[config.mk]
export PLATFORM = sky130hd
export DESIGN_NAME = sram_bytewr
export DESIGN_NICKNAME = d
export VERILOG_FILES = /design/src/rtl/sram_bytewr_pkg.sv /design/src/rtl/sram_bytewr_ctrl.sv /design/src/rtl/sram_bytewr_dp.sv /design/src/rtl/sram_bytewr.sv
export SDC_FILE = /design/constraint.sdc
export NUM_CORES = 2
export LEC_CHECK = 0
export BUFFER_PORTS_ARGS = -buffer_cell sky130_fd_sc_hd__buf_2
export CORE_MARGIN = 1
export CORE_UTILIZATION = 30
export DETAILED_ROUTE_END_ITERATION = 10
export GPL_TIMING_DRIVEN = 0
export PLACE_DENSITY = 0.42
export REMOVE_ABC_BUFFERS = 1
export SYNTH_ARGS = -nofsm -noshare
export SYNTH_HDL_FRONTEND = slang
export SYNTH_SLANG_ARGS = --single-unit
[constraint.sdc]
create_clock -name clk -period 6.55 [get_ports clk]
set_input_delay 0.3275 -clock clk [delete_from_list [all_inputs] [get_ports clk]]
set_output_delay 0.3275 -clock clk [all_outputs]
set_load 0.005 [all_outputs]
[src/rtl/sram_bytewr_pkg.sv]
package sram_bytewr_pkg;

  // Strobes passed from the control decode to the datapath.
  typedef struct packed {
    logic sel;      // captured chip-enable combination selects the chip
    logic wrCycle;  // at least one lane is written this cycle
    logic rdCycle;  // selected cycle that writes nothing
  } ctrlStrb_t;

  // Chip select from the three enables of mixed polarity.
  function automatic logic chipSel(input logic ce1N, input logic ce2, input logic ce3N);
    return !ce1N && ce2 && !ce3N;
  endfunction

endpackage

[src/rtl/sram_bytewr_ctrl.sv]
module sram_bytewr_ctrl
  import sram_bytewr_pkg::*;
#(
  parameter int LANES = 4
) (
  input  logic             clk,
  input  logic             rst_n,
  input  logic             gwN,
  input  logic             bweN,
  input  logic [LANES-1:0] bwN,
  input  logic             ce1N,
  input  logic             ce2,
  input  logic             ce3N,
  output ctrlStrb_t        strb,
  output logic [LANES-1:0] laneWe
);

  // Input capture registers, reset to the inactive level of each strobe.
  logic             gwNQ;
  logic             bweNQ;
  logic [LANES-1:0] bwNQ;
  logic             ce1NQ;
  logic             ce2Q;
  logic             ce3NQ;

  always_ff @(posedge clk or negedge rst_n) begin
    if (!rst_n) begin
      gwNQ  <= 1'b1;
      bweNQ <= 1'b1;
      bwNQ  <= '1;
      ce1NQ <= 1'b1;
      ce2Q  <= 1'b0;
      ce3NQ <= 1'b1;
    end else begin
      gwNQ  <= gwN;
      bweNQ <= bweN;
      bwNQ  <= bwN;
      ce1NQ <= ce1N;
      ce2Q  <= ce2;
      ce3NQ <= ce3N;
    end
  end

  logic selQ;
  logic globalWr;
  logic byteWrEn;

  always_comb begin
    selQ     = chipSel(ce1NQ, ce2Q, ce3NQ);
    globalWr = !gwNQ;
    byteWrEn = !bweNQ;
  end

  // Per-lane write decode: the global write overrides the byte strobes.
  for (genvar i = 0; i < LANES; i++) begin : g_laneDec
    always_comb begin
      laneWe[i] = selQ && (globalWr || (byteWrEn && !bwNQ[i]));
    end
  end

  always_comb begin
    strb.sel     = selQ;
    strb.wrCycle = |laneWe;
    strb.rdCycle = selQ && !(|laneWe);
  end

  // a selected global write enables every lane
  p_global_all_r2 : assert property (@(posedge clk) disable iff (!rst_n)
    (!gwN && chipSel(ce1N, ce2, ce3N)) |=> (&laneWe));

  // a byte write enables exactly the lanes whose strobes were low
  p_lane_mask_r3 : assert property (@(posedge clk) disable iff (!rst_n)
    (gwN && !bweN && chipSel(ce1N, ce2, ce3N)) |=> (laneWe == ~$past(bwN)));

  // an unselected cycle writes no lane
  p_no_sel_no_wr_r5 : assert property (@(posedge clk) disable iff (!rst_n)
    !chipSel(ce1N, ce2, ce3N) |=> (laneWe == '0));

  // byte-write enable with no strobes is a read
  p_empty_mask_rd_r4 : assert property (@(posedge clk) disable iff (!rst_n)
    (gwN && !bweN && (&bwN) && chipSel(ce1N, ce2, ce3N)) |=> (strb.rdCycle && !strb.wrCycle));

endmodule

[src/rtl/sram_bytewr_dp.sv]
module sram_bytewr_dp
  import sram_bytewr_pkg::*;
#(
  parameter int ADDR_W = 6,
  parameter int LANES  = 4,
  parameter int LANE_W = 8
) (
  input  logic                    clk,
  input  logic                    rst_n,
  input  logic [ADDR_W-1:0]       addrIn,
  input  logic [LANES*LANE_W-1:0] dataIn,
  input  ctrlStrb_t               strb,
  input  logic [LANES-1:0]        laneWe,
  output logic [LANES*LANE_W-1:0] dataOut,
  output logic                    outEn
);

  localparam int DEPTH  = 1 << ADDR_W;
  localparam int DATA_W = LANES * LANE_W;

  logic [ADDR_W-1:0] addrQ;
  logic [DATA_W-1:0] dataQ;
  logic [DATA_W-1:0] rdWord;

  // Address and write-data capture registers.
  always_ff @(posedge clk or negedge rst_n) begin
    if (!rst_n) begin
      addrQ <= '0;
      dataQ <= '0;
    end else begin
      addrQ <= addrIn;
      dataQ <= dataIn;
    end
  end

  // One storage column per byte lane, each with its own write enable.
  for (genvar i = 0; i < LANES; i++) begin : g_lane
    logic [LANE_W-1:0] laneMem [DEPTH];

    always_ff @(posedge clk) begin
      if (laneWe[i]) begin
        laneMem[addrQ] <= dataQ[i*LANE_W +: LANE_W];
      end
    end

    always_comb begin
      rdWord[i*LANE_W +: LANE_W] = laneMem[addrQ];
    end
  end

  // Output stage: loaded on reads, cleared on writes and deselects.
  always_ff @(posedge clk or negedge rst_n) begin
    if (!rst_n) begin
      outEn   <= 1'b0;
      dataOut <= '0;
    end else begin
      outEn   <= strb.rdCycle;
      dataOut <= strb.rdCycle ? rdWord : '0;
    end
  end

  // the output reads zero whenever it is not enabled
  p_gated_out_r8 : assert property (@(posedge clk) disable iff (!rst_n)
    !outEn |-> (dataOut == '0));

  // a write cycle blanks the output at the next edge
  p_write_blank_r7 : assert property (@(posedge clk) disable iff (!rst_n)
    strb.wrCycle |=> !outEn);

  // a decoded read enables the output at the next edge
  p_read_drives_r6 : assert property (@(posedge clk) disable iff (!rst_n)
    strb.rdCycle |=> outEn);

  // a cycle is never both a read and a write
  p_rd_wr_excl_r7 : assert property (@(posedge clk) disable iff (!rst_n)
    $onehot0({strb.rdCycle, strb.wrCycle}));

endmodule

[src/rtl/sram_bytewr.sv]
module sram_bytewr
  import sram_bytewr_pkg::*;
#(
  parameter int ADDR_W = 6,
  parameter int LANES  = 4,
  parameter int LANE_W = 8
) (
  input  logic                    clk,
  input  logic                    rst_n,
  input  logic [ADDR_W-1:0]       addrIn,
  input  logic [LANES*LANE_W-1:0] dataIn,
  input  logic                    gwN,
  input  logic                    bweN,
  input  logic [LANES-1:0]        bwN,
  input  logic                    ce1N,
  input  logic                    ce2,
  input  logic                    ce3N,
  output logic [LANES*LANE_W-1:0] dataOut,
  output logic                    outEn
);

  ctrlStrb_t        strb;
  logic [LANES-1:0] laneWe;

  sram_bytewr_ctrl #(
    .LANES (LANES)
  ) u_ctrl (
    .clk    (clk),
    .rst_n  (rst_n),
    .gwN    (gwN),
    .bweN   (bweN),
    .bwN    (bwN),
    .ce1N   (ce1N),
    .ce2    (ce2),
    .ce3N   (ce3N),
    .strb   (strb),
    .laneWe (laneWe)
  );

  sram_bytewr_dp #(
    .ADDR_W (ADDR_W),
    .LANES  (LANES),
    .LANE_W (LANE_W)
  ) u_dp (
    .clk     (clk),
    .rst_n   (rst_n),
    .addrIn  (addrIn),
    .dataIn  (dataIn),
    .strb    (strb),
    .laneWe  (laneWe),
    .dataOut (dataOut),
    .outEn   (outEn)
  );

  // deselected inputs leave the output disabled two edges later
  p_deselect_r5 : assert property (@(posedge clk) disable iff (!rst_n)
    !chipSel(ce1N, ce2, ce3N) |-> ##2 !outEn);

  // a selected global write leaves the output disabled two edges later
  p_gw_blank_r7 : assert property (@(posedge clk) disable iff (!rst_n)
    (!gwN && chipSel(ce1N, ce2, ce3N)) |-> ##2 !outEn);

endmodule

# Word level (Yosys, flattened, before mapping)
# Memory sizes are Yosys's and may differ from the RTL's.
# Index checks and enable logic that the tools add are counted.
[word_totals] register_bits=80 ram_bits=2048 out_inout_bits=33 elab_cells=48 mem_count=4
[mem_list] name="u_dp.g_lane[0].laneMem" depth=64 word_bits=8 rd=1 rd_clocked_by_memory_dff=0 wr=1 line_no="sram_bytewr_dp.sv:38" rtl="logic [LANE_W-1:0] laneMem [DEPTH];"
[mem_list] name="u_dp.g_lane[1].laneMem" depth=64 word_bits=8 rd=1 rd_clocked_by_memory_dff=0 wr=1 line_no="sram_bytewr_dp.sv:38"
[mem_list] name="u_dp.g_lane[2].laneMem" depth=64 word_bits=8 rd=1 rd_clocked_by_memory_dff=0 wr=1 line_no="sram_bytewr_dp.sv:38"
[mem_list] name="u_dp.g_lane[3].laneMem" depth=64 word_bits=8 rd=1 rd_clocked_by_memory_dff=0 wr=1 line_no="sram_bytewr_dp.sv:38"
[classes] n_mux=9 n_reduce_logical=25
[ops] op="$mux W32" count=1
[ops] op="$logic_and A1 B1 Y1" count=11
[ops] op="$logic_not A1 Y1" count=9
[ops] op="$mux W1" count=8
[ops] op="$logic_or A1 B1 Y1" count=4
[ops] op="$reduce_or A4 Y1" count=1

# Logic depth before layout (Yosys ltp)
[depth] ltp_word=8 ltp_mapped=11

# Hierarchy
# A second synthesis with hierarchy kept.
[unflattened] hier_cells=4870 area_unflattened_um2=81484.4
[by_module_without_submodules] module="sram_bytewr_dp" instances=1 cells_each=4848 area_per_inst_um2=81149.1 seq_area_each_um2=63275.7
[by_module_without_submodules] module="sram_bytewr_ctrl" instances=1 cells_each=22 area_per_inst_um2=335.3 seq_area_each_um2=235.2

# Worst setup path after synthesis
# Ideal clock, no wire load.
[synth_path] kind="flip-flop to flip-flop" start="reg u_dp.addrQ[2]" end="mem u_dp.g_lane[0].laneMem[41][0], enable pin" setup_time_ns=0.370 arrival_time_ns=2.125 required_time_ns=6.180 path_slack_ns=4.055 stages_incl_launch_ff=9 period_less_slack_ns=2.495 path_cell_list="dfrtp_1 -> buf_2 -> buf_4 -> buf_4 -> buf_2 -> buf_1 -> nor2_1 -> nand2_1 -> nor2_1"
[synth_rtl] element="start: declaration" line_no="sram_bytewr_dp.sv:21" rtl="logic [ADDR_W-1:0] addrQ;"
[synth_rtl] element="start signal: assignment" line_no="sram_bytewr_dp.sv:31" rtl="addrQ <= addrIn;"
[synth_rtl] element="end: declaration" line_no="sram_bytewr_dp.sv:38"
# Straight into the memory's write port.

# Worst setup path after layout
[layout_path] start="reg u_dp.addrQ[2]" end="mem u_dp.g_lane[1].laneMem[45][1], enable pin"
[layout_rtl] element="end: declaration" line_no="sram_bytewr_dp.sv:38"
# Straight into the memory's write port.

==> results_dict.tcl <==
set metrics [dict create \
    root_buffer "clkbuf_16" \
    rsz0062_at_grt "no" \
    syn-cell-area_um2 80400 \
    maxSlewViolCount 0 \
    die-area_um2 270000 \
    holdWs_ns 0.0888 \
    status "completed" \
    cp_slowest_cell "nor2_1" \
    finalCritPeriodShare_pct 85.0 \
    first_global_vias 46583 \
    die_y_um 520 \
    cp-end-kind "flop" \
    synth_cell_types 56 \
    worst_clock_skew_ns 0.0415 \
    fmax_ghz 0.180 \
    io_pins 82 \
    drt_first_pass_iters 8 \
    wl_mm 282 \
    fin_crit_ns 5.57 \
    core_area_um2 266000 \
    hp-class "in2reg" \
    final_cell_area_um2 94200 \
    cp_max_fo 65 \
    cp_common_cell "buf_16" \
    netlist_instances 4744 \
    cts_inserted_buffers 229 \
    power_density_nw_per_um2 306 \
    fin_cells 8593 \
    cap_viol_max_count 0 \
    relSlewSlack_pct 1.92 \
    place_inst 8108 \
    drt-initial-drc-count 4927 \
    arrival_ns 6.04 \
    port_buffers 81 \
    synth.ff_latch_count 2128 \
    p_leak_uw 0.0289 \
    timing.final.hold_violations 0 \
    tightest_slew_ns 1.47 \
    grt_antenna_before_repair 28 \
    finalSetupViolCount 0 \
    power_uw 28900 \
    start_util_pct 30.3 \
    drc 0 \
    wl_per_cell_um 32.9 \
    crit_family "simple AND/OR/NAND/NOR gates" \
    worstSetupStartpointType "flop" \
    grt_overflow 0 \
    gp_congestion 0.763 \
    synth_edf_count 2048 \
    postCtsSetupBuffers 0 \
    cts_hold_buf 50 \
    hpwl_mm 176 \
    worst_ep_required_time_ns 7.02 \
    drive_gt1_share_pct 12.7 \
    layout_commonest_cell "edfxtp_1" \
    clk_pin_slew_worst_paths_ns 0.06 \
    grt.total_usage_pct 20.5 \
    dieWidth_um 520 \
    ys_warn_count 0 \
    synth_flop_cell "edfxtp_1" \
    crit_type "reg2reg" \
    vias 47195 \
    cts_tree "yes" \
    ant_nets 0 \
    ctsHtreeMaxLevel 4 \
    grt_pass1_wl_mm 387 \
    cp_num_buf_inv 6 \
    mostFrequentLayoutCells "edfxtp_1, a221oi_1, nor2_1, a22oi_1, clkbuf_16" \
    cts.sinks 2128 \
    num_rows 189 \
    max_stage_delay_ns 1.02 \
    viasPerCell 5.49 \
    crit_chain "buf_16, buf_16, clkinv_4, buf_16, buf_16, nor2_4, buf_16, nand2_1, nor2_1" \
    clk_latency_ns 0.88 \
    cts.path.max_buffers 3 \
    synth.avg_cell_area_um2 17.0 \
    yosysSeqAreaShare_pct 79.0 \
    peakVddDrop_mv 0.231 \
    async_reset_ff_share_pct 3.76 \
    area_growth_pct 17.1 \
    place_area_um2 86700 \
    layout.nets 4905 \
    grt_max_degree 69 \
    cts_resized 0 \
]
cell type report:
| type | count | area, um2 |
|---|---|---|
| multi-input cells | 2232 | 15500 |
| diodes | 14 | 35.0 |
| flip-flops and latches | 2128 | 63600 |
| inverters | 3 | 23.8 |
| repair buffers | 262 | 3690 |
| clock buffers | 330 | 6300 |
| fillers | 25287 | 172000 |
| clock inverters | 91 | 684 |
| well taps | 3533 | 4420 |
report_power, final:
part / total (uW) / internal [uW] / leakage, uW / switching, uW
logic: 1550 / 490 / 0.00619 / 1060
clock network: 12200 / 6880 / 0.00337 / 5350
registers: 15100 / 14900 / 0.0194 / 122
worst paths after layout:
check | startpoint | endpoint | slack [ns] | depth (start not counted)
max | u_dp.addrQ[2]$_DFF_PN0_ | u_dp.g_lane[1].laneMem[45][1]$_DFFE_PP_ | 0.98 | 9
min | dataIn[13] | u_dp.dataQ[13]$_DFF_PN0_ | 0.09 | 2
max reg2reg | u_dp.addrQ[2]$_DFF_PN0_ | u_dp.g_lane[1].laneMem[45][1]$_DFFE_PP_ | 0.98 | 9
min reg2reg | u_dp.dataQ[3]$_DFF_PN0_ | u_dp.g_lane[0].laneMem[45][3]$_DFFE_PP_ | 0.77 | 0
max in group asynchronous | rst_n | u_dp.dataQ[19]$_DFF_PN0_ | 5.48 | 4
min in group asynchronous | rst_n | u_dp.dataQ[10]$_DFF_PN0_ | 0.47 | 3
synthesized netlist by cell type, types with 31 or more instances:
library cell	n	share of area [%]
edfxtp_1	2048	76
a221oi_1	422	4.6
nor2_1	415	1.9
a22oi_1	311	2.9
clkbuf_1	192	0.90
mux2i_1	176	2.2
o22ai_1	157	1.2
o21ai_0	150	0.93
buf_2	127	0.79
nand2_1	103	0.48
a21oi_1	93	0.58
dfrtp_1	72	2.2
nor3_1	64	0.40
buf_1	50	0.23
a22o_1	45	0.49
a2bb2oi_1	37	0.40
mux2_2	31	0.43
state kept, by name (all words and copies together) (netlist names):
signal / flops
u_dp.addrQ: 6
u_ctrl.ce2Q: 1
u_ctrl.bweNQ: 1
u_dp.dataOut: 32
u_ctrl.bwNQ: 4
u_ctrl.ce1NQ: 1
u_ctrl.gwNQ: 1
u_dp.outEn: 1
u_ctrl.ce3NQ: 1
u_dp.g_lane.laneMem: 2048
u_dp.dataQ: 32
worst reg2reg max path, stage by stage, from the launching register on:
cell	delay, ns
dfrtp_4	0.81
buf_16	0.33
buf_16	0.30
clkinv_4	0.41
buf_16	0.33
buf_16	0.28
nor2_4	0.62
buf_16	0.24
nand2_1	0.79
nor2_1	1.04
through the flow:
step | setup TNS [ns] | setup slack [ns] | utilization, %
after floorplan | -7987.23 | -11.88 | -
after global placement | - | -60.27 | 31.5
after detailed placement | 0 | 0.897 | 32.6
after CTS | 0 | 0.873 | 35.4
after global routing | 0 | 0.864 | 35.4
final | 0 | 0.983 | 35.4
logic make-up (layout without fill, tap and decap cells):
family	after synthesis	count (layout)	synth area share (%)
other	0	14	0
AOI/OAI and AO/OA	1356	1356	12.6
muxes	217	217	2.90
buffers and inverters	384	686	2.05
and+or+nand+nor	659	659	3.50
DFF	2128	2128	79.0
metal layers:
layer,GRT usage [%],vias up,wire (um)
li1,-,19869,-
met3,3.57,410,17500
met5,0,-,23
met2,32.4,1741,131000
met4,7.76,4,10400
met1,28.2,25171,124000
(Power assumes the default switching activity.)
